==> src/rtl/tmr_prescale_pkg.sv <==
// Shared constants and the clock-select encoding for the timer prescaler.
package tmr_prescale_pkg;

    // Clock-select encoding used by both timers.
    typedef enum logic [2:0] {
        CS_OFF      = 3'd0,
        CS_FULL     = 3'd1,
        CS_DIV_A    = 3'd2,
        CS_DIV_B    = 3'd3,
        CS_DIV_C    = 3'd4,
        CS_DIV_D    = 3'd5,
        CS_EXT_FALL = 3'd6,
        CS_EXT_RISE = 3'd7
    } clk_sel_e;

    localparam int NUM_TAPS  = 4;
    localparam int NUM_TMRS  = 2;
    localparam int REG_W     = 8;

    // Bit positions in the control register.
    localparam int BIT_SYNC  = 7;
    localparam int BIT_CAP   = 6;
    localparam int BIT_PRST  = 0;

    // Divider tap exponent for tap index i (divide by 2**exp).
    function automatic int tap_exp(input int i);
        case (i)
            0:       return 3;
            1:       return 6;
            2:       return 8;
            default: return 10;
        endcase
    endfunction

endpackage

==> src/rtl/tmr_ctrl_reg.sv <==
// Control register: sync-mode flag, stored capture-select flag, and the
// prescaler-reset flag.
// Assumes: one register, so there is no address; a write is taken on the
// rising edge when wr_en is high.
module tmr_ctrl_reg
    import tmr_prescale_pkg::*;
(
    input  logic             clk,
    input  logic             rst_n,
    input  logic             wr_en,
    input  logic [REG_W-1:0] wr_data,
    output logic [REG_W-1:0] rd_data,
    output logic             presc_hold
);
    logic sync_q;
    logic cap_q;
    logic prst_q;

    // Register update: writes load all three flags; outside sync mode the
    // reset flag clears itself one cycle after being set.
    always_ff @(posedge clk) begin
        if (!rst_n) begin
            sync_q <= 1'b0;
            cap_q  <= 1'b0;
            prst_q <= 1'b0;
        end else if (wr_en) begin
            sync_q <= wr_data[BIT_SYNC];
            cap_q  <= wr_data[BIT_CAP];
            prst_q <= wr_data[BIT_PRST];
        end else if (!sync_q) begin
            prst_q <= 1'b0;
        end
    end

    // Read-back image with the unused bits tied to zero.
    always_comb begin
        rd_data           = '0;
        rd_data[BIT_SYNC] = sync_q;
        rd_data[BIT_CAP]  = cap_q;
        rd_data[BIT_PRST] = prst_q;
    end

    assign presc_hold = prst_q;

endmodule

==> src/rtl/tmr_divider.sv <==
// Shared free-running divider with one-cycle tap pulses.
// Assumes: CNT_W covers the largest tap exponent. A tap fires in the cycle
// when its low counter bits are all ones, which is the cycle before they
// wrap to zero. clr holds the counter at zero.
module tmr_divider
    import tmr_prescale_pkg::*;
#(
    parameter int CNT_W = 10
) (
    input  logic                clk,
    input  logic                rst_n,
    input  logic                clr,
    output logic [NUM_TAPS-1:0] tap_pulse
);
    logic [CNT_W-1:0] cnt_q;

    // Free-running count, forced to zero by reset or clear.
    always_ff @(posedge clk) begin
        if (!rst_n || clr) cnt_q <= '0;
        else               cnt_q <= cnt_q + 1'b1;
    end

    // One pulse decoder per tap.
    for (genvar t = 0; t < NUM_TAPS; t++) begin : g_tap
        localparam int EXP = tap_exp(t);
        if (EXP > CNT_W) begin : g_bad
            $error("divider too narrow for tap");
        end
        assign tap_pulse[t] = &cnt_q[EXP-1:0];
    end

endmodule

==> src/rtl/tmr_pin_sampler.sv <==
// External pin sampler: a synchronizer chain plus one edge register, giving
// one-cycle rise and fall pulses.
// Assumes: each pin phase lasts longer than one clock, so pin frequency is
// below half the system clock.
module tmr_pin_sampler #(
    parameter int SYNC_STAGES = 2
) (
    input  logic clk,
    input  logic rst_n,
    input  logic pin,
    output logic rise,
    output logic fall
);
    logic [SYNC_STAGES-1:0] sync_q;
    logic                   last_q;

    // Shift the pin through the synchronizer and keep the previous level.
    always_ff @(posedge clk) begin
        if (!rst_n) begin
            sync_q <= '0;
            last_q <= 1'b0;
        end else begin
            sync_q <= {sync_q[SYNC_STAGES-2:0], pin};
            last_q <= sync_q[SYNC_STAGES-1];
        end
    end

    // Compare the synchronized level with the previous one to find edges.
    assign rise = sync_q[SYNC_STAGES-1] & ~last_q;
    assign fall = ~sync_q[SYNC_STAGES-1] & last_q;

endmodule

==> src/rtl/tmr_src_select.sv <==
// Per-timer source select: picks the count-enable source named by the
// select code and blocks it while the prescaler reset is held.
module tmr_src_select
    import tmr_prescale_pkg::*;
(
    input  logic [2:0]          sel,
    input  logic [NUM_TAPS-1:0] tap_pulse,
    input  logic                pin_rise,
    input  logic                pin_fall,
    input  logic                hold,
    output logic                cnt_en
);
    logic picked;

    // Decode the select code into one source.
    always_comb begin
        case (clk_sel_e'(sel))
            CS_FULL:     picked = 1'b1;
            CS_DIV_A:    picked = tap_pulse[0];
            CS_DIV_B:    picked = tap_pulse[1];
            CS_DIV_C:    picked = tap_pulse[2];
            CS_DIV_D:    picked = tap_pulse[3];
            CS_EXT_FALL: picked = pin_fall;
            CS_EXT_RISE: picked = pin_rise;
            default:     picked = 1'b0;
        endcase
    end

    assign cnt_en = picked & ~hold;

endmodule

==> src/rtl/tmr_prescale_top.sv <==
// Top: control register, shared divider, and one pin sampler plus one
// source select per timer.
module tmr_prescale_top
    import tmr_prescale_pkg::*;
#(
    parameter int CNT_W       = 10,
    parameter int SYNC_STAGES = 2
) (
    input  logic             clk,
    input  logic             rst_n,
    input  logic             wr_en,
    input  logic [REG_W-1:0] wr_data,
    output logic [REG_W-1:0] rd_data,
    input  logic             ext_pin0,
    input  logic             ext_pin1,
    input  logic [2:0]       clk_sel0,
    input  logic [2:0]       clk_sel1,
    output logic             cnt_en0,
    output logic             cnt_en1
);
    logic                presc_hold;
    logic [NUM_TAPS-1:0] taps;
    logic [NUM_TMRS-1:0] pins;
    logic [NUM_TMRS-1:0] rises;
    logic [NUM_TMRS-1:0] falls;
    logic [NUM_TMRS-1:0] ens;
    logic [2:0]          sels [NUM_TMRS];

    assign pins    = {ext_pin1, ext_pin0};
    assign sels[0] = clk_sel0;
    assign sels[1] = clk_sel1;
    assign cnt_en0 = ens[0];
    assign cnt_en1 = ens[1];

    tmr_ctrl_reg u_ctrl (
        .clk        (clk),
        .rst_n      (rst_n),
        .wr_en      (wr_en),
        .wr_data    (wr_data),
        .rd_data    (rd_data),
        .presc_hold (presc_hold)
    );

    tmr_divider #(.CNT_W(CNT_W)) u_div (
        .clk       (clk),
        .rst_n     (rst_n),
        .clr       (presc_hold),
        .tap_pulse (taps)
    );

    // One pin sampler and one source select for each timer.
    for (genvar i = 0; i < NUM_TMRS; i++) begin : g_tmr
        tmr_pin_sampler #(.SYNC_STAGES(SYNC_STAGES)) u_pin (
            .clk   (clk),
            .rst_n (rst_n),
            .pin   (pins[i]),
            .rise  (rises[i]),
            .fall  (falls[i])
        );
        tmr_src_select u_sel (
            .sel       (sels[i]),
            .tap_pulse (taps),
            .pin_rise  (rises[i]),
            .pin_fall  (falls[i]),
            .hold      (presc_hold),
            .cnt_en    (ens[i])
        );
    end

endmodule

==> config.mk <==
export PLATFORM = sky130hd
export DESIGN_NAME = tmr_prescale_top
export DESIGN_NICKNAME = d
export VERILOG_FILES = /design/src/rtl/tmr_prescale_pkg.sv /design/src/rtl/tmr_ctrl_reg.sv /design/src/rtl/tmr_divider.sv /design/src/rtl/tmr_pin_sampler.sv /design/src/rtl/tmr_src_select.sv /design/src/rtl/tmr_prescale_top.sv
export SDC_FILE = /design/constraint.sdc
export NUM_CORES = 1
export LEC_CHECK = 0
export ABC_AREA = 1
export BUFFER_PORTS_ARGS = -buffer_cell sky130_fd_sc_hd__buf_2
export CAP_MARGIN = 20
export CORE_AREA = 4 4 53 55
export CTS_CLUSTER_SIZE = 25
export DETAILED_ROUTE_END_ITERATION = 6
export DIE_AREA = 0 0 57 59
export PLACE_DENSITY = 0.7
export SYNTH_ARGS = -nofsm -noshare
export SYNTH_HDL_FRONTEND = slang
export SYNTH_HIERARCHICAL = 1
export SYNTH_SLANG_ARGS = --single-unit
==> constraint.sdc <==
create_clock -name clk -period 1.45 [get_ports clk]
set_clock_uncertainty 0.05 [all_clocks]
set_input_delay 0.0725 -clock clk [delete_from_list [all_inputs] [get_ports clk]]
set_output_delay 0.0725 -clock clk [all_outputs]
set_load 0.02 [all_outputs]
==> flow_summary.toml, run 1 <==
[sta]
fin_crit_ns = 1.85
slew_violations = 0
fin_ws_ns = -0.398
setup_tns_ns = -0.772
finalSetupViolCount = 2
hold_violations = 0
fin_crit_sh = 1.27
rsz0062_at_grt = "yes"
timing.fmax_ghz = 0.541

[clocking]
htreeDepth = 1
cts_buffers = 3
clk_latency_ns = 0.30
root_buffer = "clkbuf_4"
clk_pin_slew_ns = 0.12
ctsLongestPathBuffers = 2
cts.sinks = 19
cts_tree = "built"

[synthesis]
synth_top_family_by_area = "simple AND/OR/NAND/NOR gates"
synth_mux_area_frac = 0
yosysSeqAreaShare = 0.380
synth_enable_flop_cells = 0
synth.avg_cell_area_um2 = 6.72
synth_commonest_cells = "37 x nand2_1, 28 x inv_1, 19 x dfxtp_1"
synth_ff_type = "dfxtp_1"
synth-xor-area-share = 0
synth_cell_type_count = 20
yosysWarnings = 6
synthAdderAreaFrac = 0.0250
synthArstFlopShare = 0
yosys.area.top_type_share = 0.380
synth_top_area_cell = "dfxtp_1"
synth_compound_gate_area_share = 0.0962
synth_simple_gate_area_frac = 0.319
yosys-top-cells-area = "dfxtp_1 38%, nand2_1 14%, inv_1 11%"
syn-cell-area_um2 = 1000
synth_most_common_cell = "nand2_1"
synth-seq-cells = 19
synth_cells = 149

[drt]
totalWireLength_um = 2250
initialDrtViolationCount = 20
dr.pass1.iters = 4
num_vias = 1004
wl_per_cell_um = 10.0
via_per_inst = 4.48
ant_nets = 0
drc = 0

[floorplan]
dieArea_um2 = 3360
num_rows = 18
core_um2 = 2390
pin_count = 29
die_y_um = 59
start_util = 0.419
die_w_um = 57

[min_path]
hold_depth = 4
hold_path_end = "u_ctrl/sync_q"
min_path_type = "in -> reg"
min-delay-start = "wr_en"

[cells_and_area]
n_fill_cell = 232
diodes = 0
multiInputGateArea_um2 = 543
register_area_um2 = 385
layout.cells.non_filler = 224
area_growth_pct = 43.9
nNetsFinal = 216
final_layout_size_suffix_gt1_frac = 0.345
final_area_um2 = 1440

[power_and_ir_drop]
max-vdd-ir-drop_v = 0.000520
power_density_nw_per_um2 = 694
leakage_nw = 0.720
power.total_w = 0.00100

[global_routing]
grt_pass1_wl_um = 3960
grt_pass1_vias = 1028
gr-total-overflow = 0
antenna_found_initial = 0
grt_util_all_layers = 0.151
grt_max_degree = 12

[critical_path]
crit_type = "reg -> out"
r2r-end = "u_div/cnt_q[6]"
start_kind = "flip-flop"
reg2reg_slack_ns = 0.11
required_ns = 1.33
rr_worst_depth = 9
timing.rr.start = "u_div/cnt_q[1]"
end_kind = "output port"
crit_arrival_ns = 1.73
crit_fanout = 5

[run_status]
violations = "negative setup slack"
status = "finished, violations left"

[placement]
dp_slack_ns = -0.146
placed_area_um2 = 1210
io_buffers = 18
place_inst = 206
gp_congestion = 0.816
hpwl_um = 1640

[run]
max-cap-violations = 0
metrics by stage:
| step | utilization | hold slack [ns] |
|---|---|---|
| floorplan | - | 0.116 |
| global placement | 0.505 | 0.202 |
| detailed placement | 0.505 | 0.203 |
| CTS | 0.589 | 0.00279 |
| global route | 0.603 | 0.0190 |
| finish | 0.603 | 0.0259 |
report_power, final:
| part | switching [W] | total [W] | internal (W) |
|---|---|---|---|
| logic | 0.0000909 | 0.000172 | 0.0000810 |
| registers | 0.0000159 | 0.000557 | 0.000541 |
| clock network | 0.000168 | 0.000271 | 0.000103 |
area by class of cell:
| type | count | share of cell area |
|---|---|---|
| clock buffers | 3 | 0.0156 |
| well taps | 30 | 0.0261 |
| flip-flops and latches | 19 | 0.268 |
| multi-input cells | 95 | 0.377 |
| repair buffers | 45 | 0.229 |
| inverters | 31 | 0.0808 |
| clock inverters | 1 | 0.00348 |
how the worst max path moves through the flow:
| stage | startpoint | endpoint | cells after the start |
|---|---|---|---|
| final | u_div/cnt_q[3] | cnt_en0 | 6 |
| after global routing | u_div/cnt_q[1] | cnt_en0 | 10 |
| after CTS | u_div/cnt_q[0] | cnt_en1 | 10 |
| after detailed placement | u_div/cnt_q[1] | cnt_en1 | 10 |
| after global placement | u_div/cnt_q[1] | cnt_en0 | 10 |
| after floorplan | u_div/cnt_q[0] | cnt_en0 | 9 |
critical path, stage by stage, from the launching register on:
cell and delay [ns]:
dfxtp_1 0.47, nand2_4 0.09, buf_4 0.16, nor3_2 0.21, o211ai_1 0.19, a21oi_4 0.18
buf_6 0.13
sequential cells by signal, indices dropped and copies added (netlist names):
register	count
u_ctrl/cap_q	1
g_tmr.u_pin/sync_q	4
u_div/cnt_q	10
u_ctrl/sync_q	1
g_tmr.u_pin/last_q	2
u_ctrl/presc_hold	1
logic make-up after synthesis:
group / Yosys count
and+or+nand+nor: 72
buffers and inverters: 39
DFF: 19
AOI/OAI and AO/OA: 16
adders and majority gates: 2
other: 1
layout by cell type, fill, tap and decap left out, types with 3 or more instances in the layout:
cell type and instances:
inv_1 27, o21ai_0 3, buf_2 16, nor2_2 4, clkbuf_4 3, nand2_2 3
nand3_1 8, buf_4 17, a21oi_1 7, dfxtp_2 4, conb_1 5, dfxtp_1 15
nor2_4 4, nor2_1 14, dlygate4sd3_1 10, inv_2 4, nand2_1 34
per-layer routing:
metal	global-route usage	vias to the layer above	share of wire
met2	0.294	21	0.54
met5	0	-	0
met4	0.0861	0	0.011
met1	0.150	455	0.41
met3	0.0261	2	0.040
li1	-	526	-
timing repair:
item | 4_1_cts | 5_1_grt
pin swaps | 7 | 5
endpoints found under the setup margin | 2 | 2
hold buffers | 10 | 0
cloned | 0 | 0
hold endpoints to repair | 9 | 0
buffers inserted | 3 | 1
resized for setup | 15 | 5
(Power assumes the default switching activity.)
==> run 2: changes to the inputs <==
CORE_AREA = 2 2 51 53   (was 4 4 53 55)
DIE_AREA = 0 0 53 55   (was 0 0 57 59)
==> run 2 against run 1 <==
Net effect:
- the flow still finishes with violations (negative setup slack)
- clock power grew 2%
- global-route usage rose by 1.5 points
- die area fell by 13%
- largest cell class unchanged
- core utilization is 0.43 points lower
- highest routed layer unchanged
- cell count decreased by 0.45%
- worst hold slack worse by 0.0071 ns
- first-iteration DRC count grew 10%
==> flow_summary.toml, run 2 (synthesized netlist as in run 1, its figures left out) <==
[global_routing]
grt_max_degree = 12
grt_pass1_vias = 898
grt_util_all_layers = 0.166
gr-total-overflow = 0
antenna_found_initial = 0
grt_pass1_wl_um = 3440

[clocking]
cts_tree = "built"
cts_buffers = 3
htreeDepth = 1
clk_pin_slew_ns = 0.12
root_buffer = "clkbuf_4"
cts.sinks = 19
ctsLongestPathBuffers = 2
clk_latency_ns = 0.30

[cells_and_area]
final_util = 0.599
area_growth_pct = 41.5
layout_common_cells = "34 x nand2_1, 28 x inv_1, 16 x buf_2, 16 x buf_4, 15 x dfxtp_1"
mostFrequentLayoutCell = "nand2_1"
final_layout_size_suffix_gt1_frac = 0.342
n_fill_cell = 225
register_area_um2 = 385
final_area_um2 = 1420
regMostFlops = "u_div/cnt_q"
nNetsFinal = 215
largest_reg_flops = 10
multiInputGateArea_um2 = 527
top_regs = "u_div/cnt_q: 10 flops, g_tmr.u_pin/sync_q: 4 flops, g_tmr.u_pin/last_q: 2 flops"
diodes = 0

[sta]
fin_crit_ns = 1.85
hold_violations = 0
slew_violations = 0
timing.fmax_ghz = 0.541
fin_crit_sh = 1.28
fin_ws_ns = -0.400
rsz0062_at_grt = "yes"
finalSetupViolCount = 2

[critical_path]
cpPeakStageDelay_ns = 0.37
crit_buf_inv = 1
critPathTopFamily = "simple AND/OR/NAND/NOR gates"
crit_start = "u_div/cnt_q[1]"
required_ns = 1.33
crit_arrival_ns = 1.73
end_kind = "output port"
crit_fanout = 3
start_kind = "flip-flop"
timing.rr.start = "u_div/cnt_q[3]"
path_cells = "ha_4 > nand2_4 > nor2_4 > nand2_2 > nor2_4 > nand2_1 > nand2_1 > o211ai_1 > a21oi_4 > buf_6"
crit_path_top_delay_cell = "dfxtp_2"
crit_type = "reg -> out"

[floorplan]
core_um2 = 2360
die_y_um = 55
die_w_um = 53
num_rows = 18
dieArea_um2 = 2920
pin_count = 29
start_util = 0.423

[run_status]
violations = "negative setup slack"
status = "finished, violations left"

[placement]
io_buffers = 18
gp_congestion = 0.833
placed_area_um2 = 1210
hpwl_um = 1560
dp_slack_ns = -0.165

[power_and_ir_drop]
p_sw_w = 0.000280
pwr-share-comb = 0.172
pwr-share-seq = 0.554
swShare = 0.279
p_int_w = 0.000725
max-vdd-ir-drop_v = 0.000690
power_density_nw_per_um2 = 710
pwr-share-clk = 0.274
leakage_nw = 0.696

[drt]
totalWireLength_um = 2270
initialDrtViolationCount = 22
drc = 0
wl_per_cell_um = 10.2
num_vias = 1031
ant_nets = 0
dr.pass1.iters = 4
via_per_inst = 4.62

[run]
max-cap-violations = 0

[min_path]
min_path_type = "in -> reg"
min-delay-start = "wr_en"
## run 2: area by class of cell
cell class	instances	area share
Sequential cell	19	0.272
Multi-Input combinational cell	95	0.372
Clock buffer	3	0.0159
Timing Repair Buffer	44	0.228
Clock inverter	1	0.00353
Inverter	31	0.0822
Tap cell	30	0.0265
## run 2: routing by layer
| metal | track usage | up-vias | share of wire |
|---|---|---|---|
| met1 | 0.169 | 462 | 0.42 |
| met2 | 0.317 | 38 | 0.51 |
| met3 | 0.0269 | 4 | 0.048 |
| met4 | 0.107 | 0 | 0.018 |
| met5 | 0 | - | 0 |
| li1 | - | 527 | - |
## run 2: final timing paths
kind | to | slack, ns | cells past startpoint
setup / recovery | cnt_en1 | -0.40 | 10
hold / removal | u_ctrl/sync_q | 0.02 | 4
setup reg to reg | u_div/cnt_q[9] | 0.17 | 7
hold reg to reg | g_tmr[1].u_pin/sync_q[1] | 0.38 | 2
## run 2: worst reg2reg max path, stage by stage, from the launching register on
cell	delay, ns
dfxtp_1	0.45
nand2_4	0.08
buf_4	0.14
buf_4	0.14
nor2_4	0.12
nand3_1	0.09
nand2_1	0.08
nor2_1	0.04
## run 2: through the flow
stage	cells	power (W)	hold WS, ns	TNS, ns
finish	223	0.00101	0.0188	-0.796
global route	223	0.00106	0.0466	-1.01
CTS	223	0.00102	0.00257	-0.878
detailed placement	207	0.000706	0.211	-0.299
global placement	207	0.000699	0.203	-0.187
floorplan	153	0.000664	0.116	0
## run 2: power by group through the flow
stage                     sequential [W]  combinational [W]  clock [W]
after global placement          0.000564           0.000135          0
after CTS                       0.000556           0.000171   0.000294
final                           0.000557           0.000173   0.000276
after detailed placement        0.000566           0.000140          0
after floorplan                 0.000565          0.0000989          0
after global routing            0.000559           0.000190   0.000310
## run 2: timing repair
item | in CTS | in global routing
hold buffers | 10 | 0
gates resized for setup | 11 | 6
hold endpoints to repair | 9 | 0
pin swaps | 7 | 3
setup endpoints to repair | 2 | 2
setup buffers | 2 | 0
==> run 3: changes to the inputs <==
CAP_MARGIN = not set   (was 20)
CORE_AREA = 2 2 50 52   (was 2 2 51 53)
CTS_BUF_LIST = sky130_fd_sc_hd__clkbuf_4 sky130_fd_sc_hd__clkbuf_8   (was not set)
DIE_AREA = 0 0 52 54   (was 0 0 53 55)
PLACE_DENSITY = 0.73   (was 0.7)
==> run 3 against run 2 <==
Net effect:
- the flow still finishes with violations (negative setup slack)
- cell count is 2.2% lower
- register-to-register slack improved by 0.02 ns
- worst setup slack worse by 0.0024 ns
- cell area down 1.9%
- power shrank 1.2%
- die area decreased by 3.7%
- core utilization hardly changed
- non-clock buffer count fell by 5
- critical path depth unchanged
- sequential power about the same
- flip-flop and latch count unchanged
- global-route usage is 1.0 points higher
==> flow_summary.toml, run 3 (synthesized netlist as in run 1, its figures left out) <==
[run_status]
status = "finished, violations left"
violations = "negative setup slack"

[clocking]
ctsLongestPathBuffers = 2
cts.sinks = 19
root_buffer = "clkbuf_4"
cts_tree = "built"
clk_pin_slew_ns = 0.11
cts_buffers = 3
htreeDepth = 1
clk_latency_ns = 0.29

[min_path]
min_path_type = "in -> reg"
min-delay-start = "rst_n"
hold_depth = 3

[placement]
placed_area_um2 = 1190
hpwl_um = 1520
io_buffers = 18
gp_congestion = 0.795
place_inst = 204

[drt]
via_per_inst = 4.42
wl_met2_um = 1180
initialDrtViolationCount = 18
ant_nets = 0
wl_met1_um = 873
dr.pass1.iters = 4
wl_per_cell_um = 9.81
totalWireLength_um = 2140
dr_wl_met3_um = 82
maxUsedRoutingLayer = "met3"
drc = 0
num_vias = 963

[cells_and_area]
diodes = 0
final_layout_size_suffix_gt1_frac = 0.335
layout_common_cells = "34 x nand2_1, 28 x inv_1, 16 x buf_2, 15 x dfxtp_1"
top_regs = "u_div/cnt_q: 10 flops, g_tmr.u_pin/sync_q: 4 flops, g_tmr.u_pin/last_q: 2 flops"
regMostFlops = "u_div/cnt_q"
largest_reg_flops = 10
area_growth_pct = 38.7
n_fill_cell = 191
nNetsFinal = 210
final_area_um2 = 1390
mostFrequentLayoutCell = "nand2_1"
layout.cells.non_filler = 218

[sta]
hold_ws_ns = 0.0101
setup_tns_ns = -0.797
timing.fmax_ghz = 0.540
slew_violations = 0
fin_crit_sh = 1.28
rsz0062_at_grt = "yes"
hold_violations = 0
finalSetupViolCount = 2
fin_ws_ns = -0.402
fin_crit_ns = 1.85

[critical_path]
timing.rr.start = "u_div/cnt_q[3]"
required_ns = 1.33
end_kind = "output port"
crit_start = "u_div/cnt_q[0]"
start_kind = "flip-flop"
crit_arrival_ns = 1.73
crit_fanout = 3
crit_type = "reg -> out"
rr_worst_depth = 6

[global_routing]
gr-total-overflow = 0
grt_util_all_layers = 0.177
grt_pass1_vias = 989
antenna_found_initial = 0
grt_max_degree = 12
grt_pass1_wl_um = 3710

[power_and_ir_drop]
power_density_nw_per_um2 = 715
power.total_w = 0.000993
max-vdd-ir-drop_v = 0.000652
leakage_nw = 0.711

[floorplan]
start_util = 0.431
die_w_um = 52
pin_count = 29
core_um2 = 2320
num_rows = 18
die_y_um = 54
dieArea_um2 = 2810

[run]
max-cap-violations = 0
[run 3: critical path, stage by stage, from the launching register on]
cell and delay, ns:
dfxtp_2 0.37, ha_4 0.17, nand2_4 0.08, nor2_4 0.10
nand2_2 0.08, nor2_4 0.09, nand2_1 0.06, nand2_1 0.05
o211ai_1 0.12, a21oi_4 0.18, buf_6 0.13
[run 3: worst paths after layout]
check / end / slack, ns
max: cnt_en1 / -0.40
min: g_tmr[1].u_pin/sync_q[1] / 0.01
max reg2reg: u_div/cnt_q[6] / 0.19
min reg2reg: g_tmr[0].u_pin/sync_q[1] / 0.38
[run 3: cell type report]
type,instances,area [um2],area share
Multi-Input combinational cell,95,544,0.392
Sequential cell,19,385,0.277
Timing Repair Buffer,39,278,0.200
Inverter,31,116,0.0838
Tap cell,30,37.5,0.0270
Clock buffer,3,22.5,0.0162
Clock inverter,1,5.00,0.00360
[run 3: layer usage]
metal | vias to the layer above | global-route usage
met1 | 431 | 0.169
met3 | 0 | 0.0389
met2 | 18 | 0.369
li1 | 514 | -
met5 | - | 0
met4 | 0 | 0.0526
[run 3: power breakdown]
group	internal (W)	total [W]	switching [W]
Sequential	0.000541	0.000557	0.0000163
Combinational	0.0000798	0.000171	0.0000912
Clock	0.000103	0.000265	0.000162
[run 3: per-stage QoR]
stage	utilization	worst slack, ns
floorplan	-	0.00545
global placement	0.513	-0.135
detailed placement	0.513	-0.155
CTS	0.587	-0.386
global route	0.599	-0.526
finish	0.599	-0.402
[run 3: what timing repair did]
item | CTS | global route
hold buffers | 7 | 0
gates resized for setup | 16 | 3
buffers inserted | 2 | 1
endpoints found under the hold margin | 5 | 0
pin swaps | 4 | 3
endpoints found under the setup margin | 2 | 2
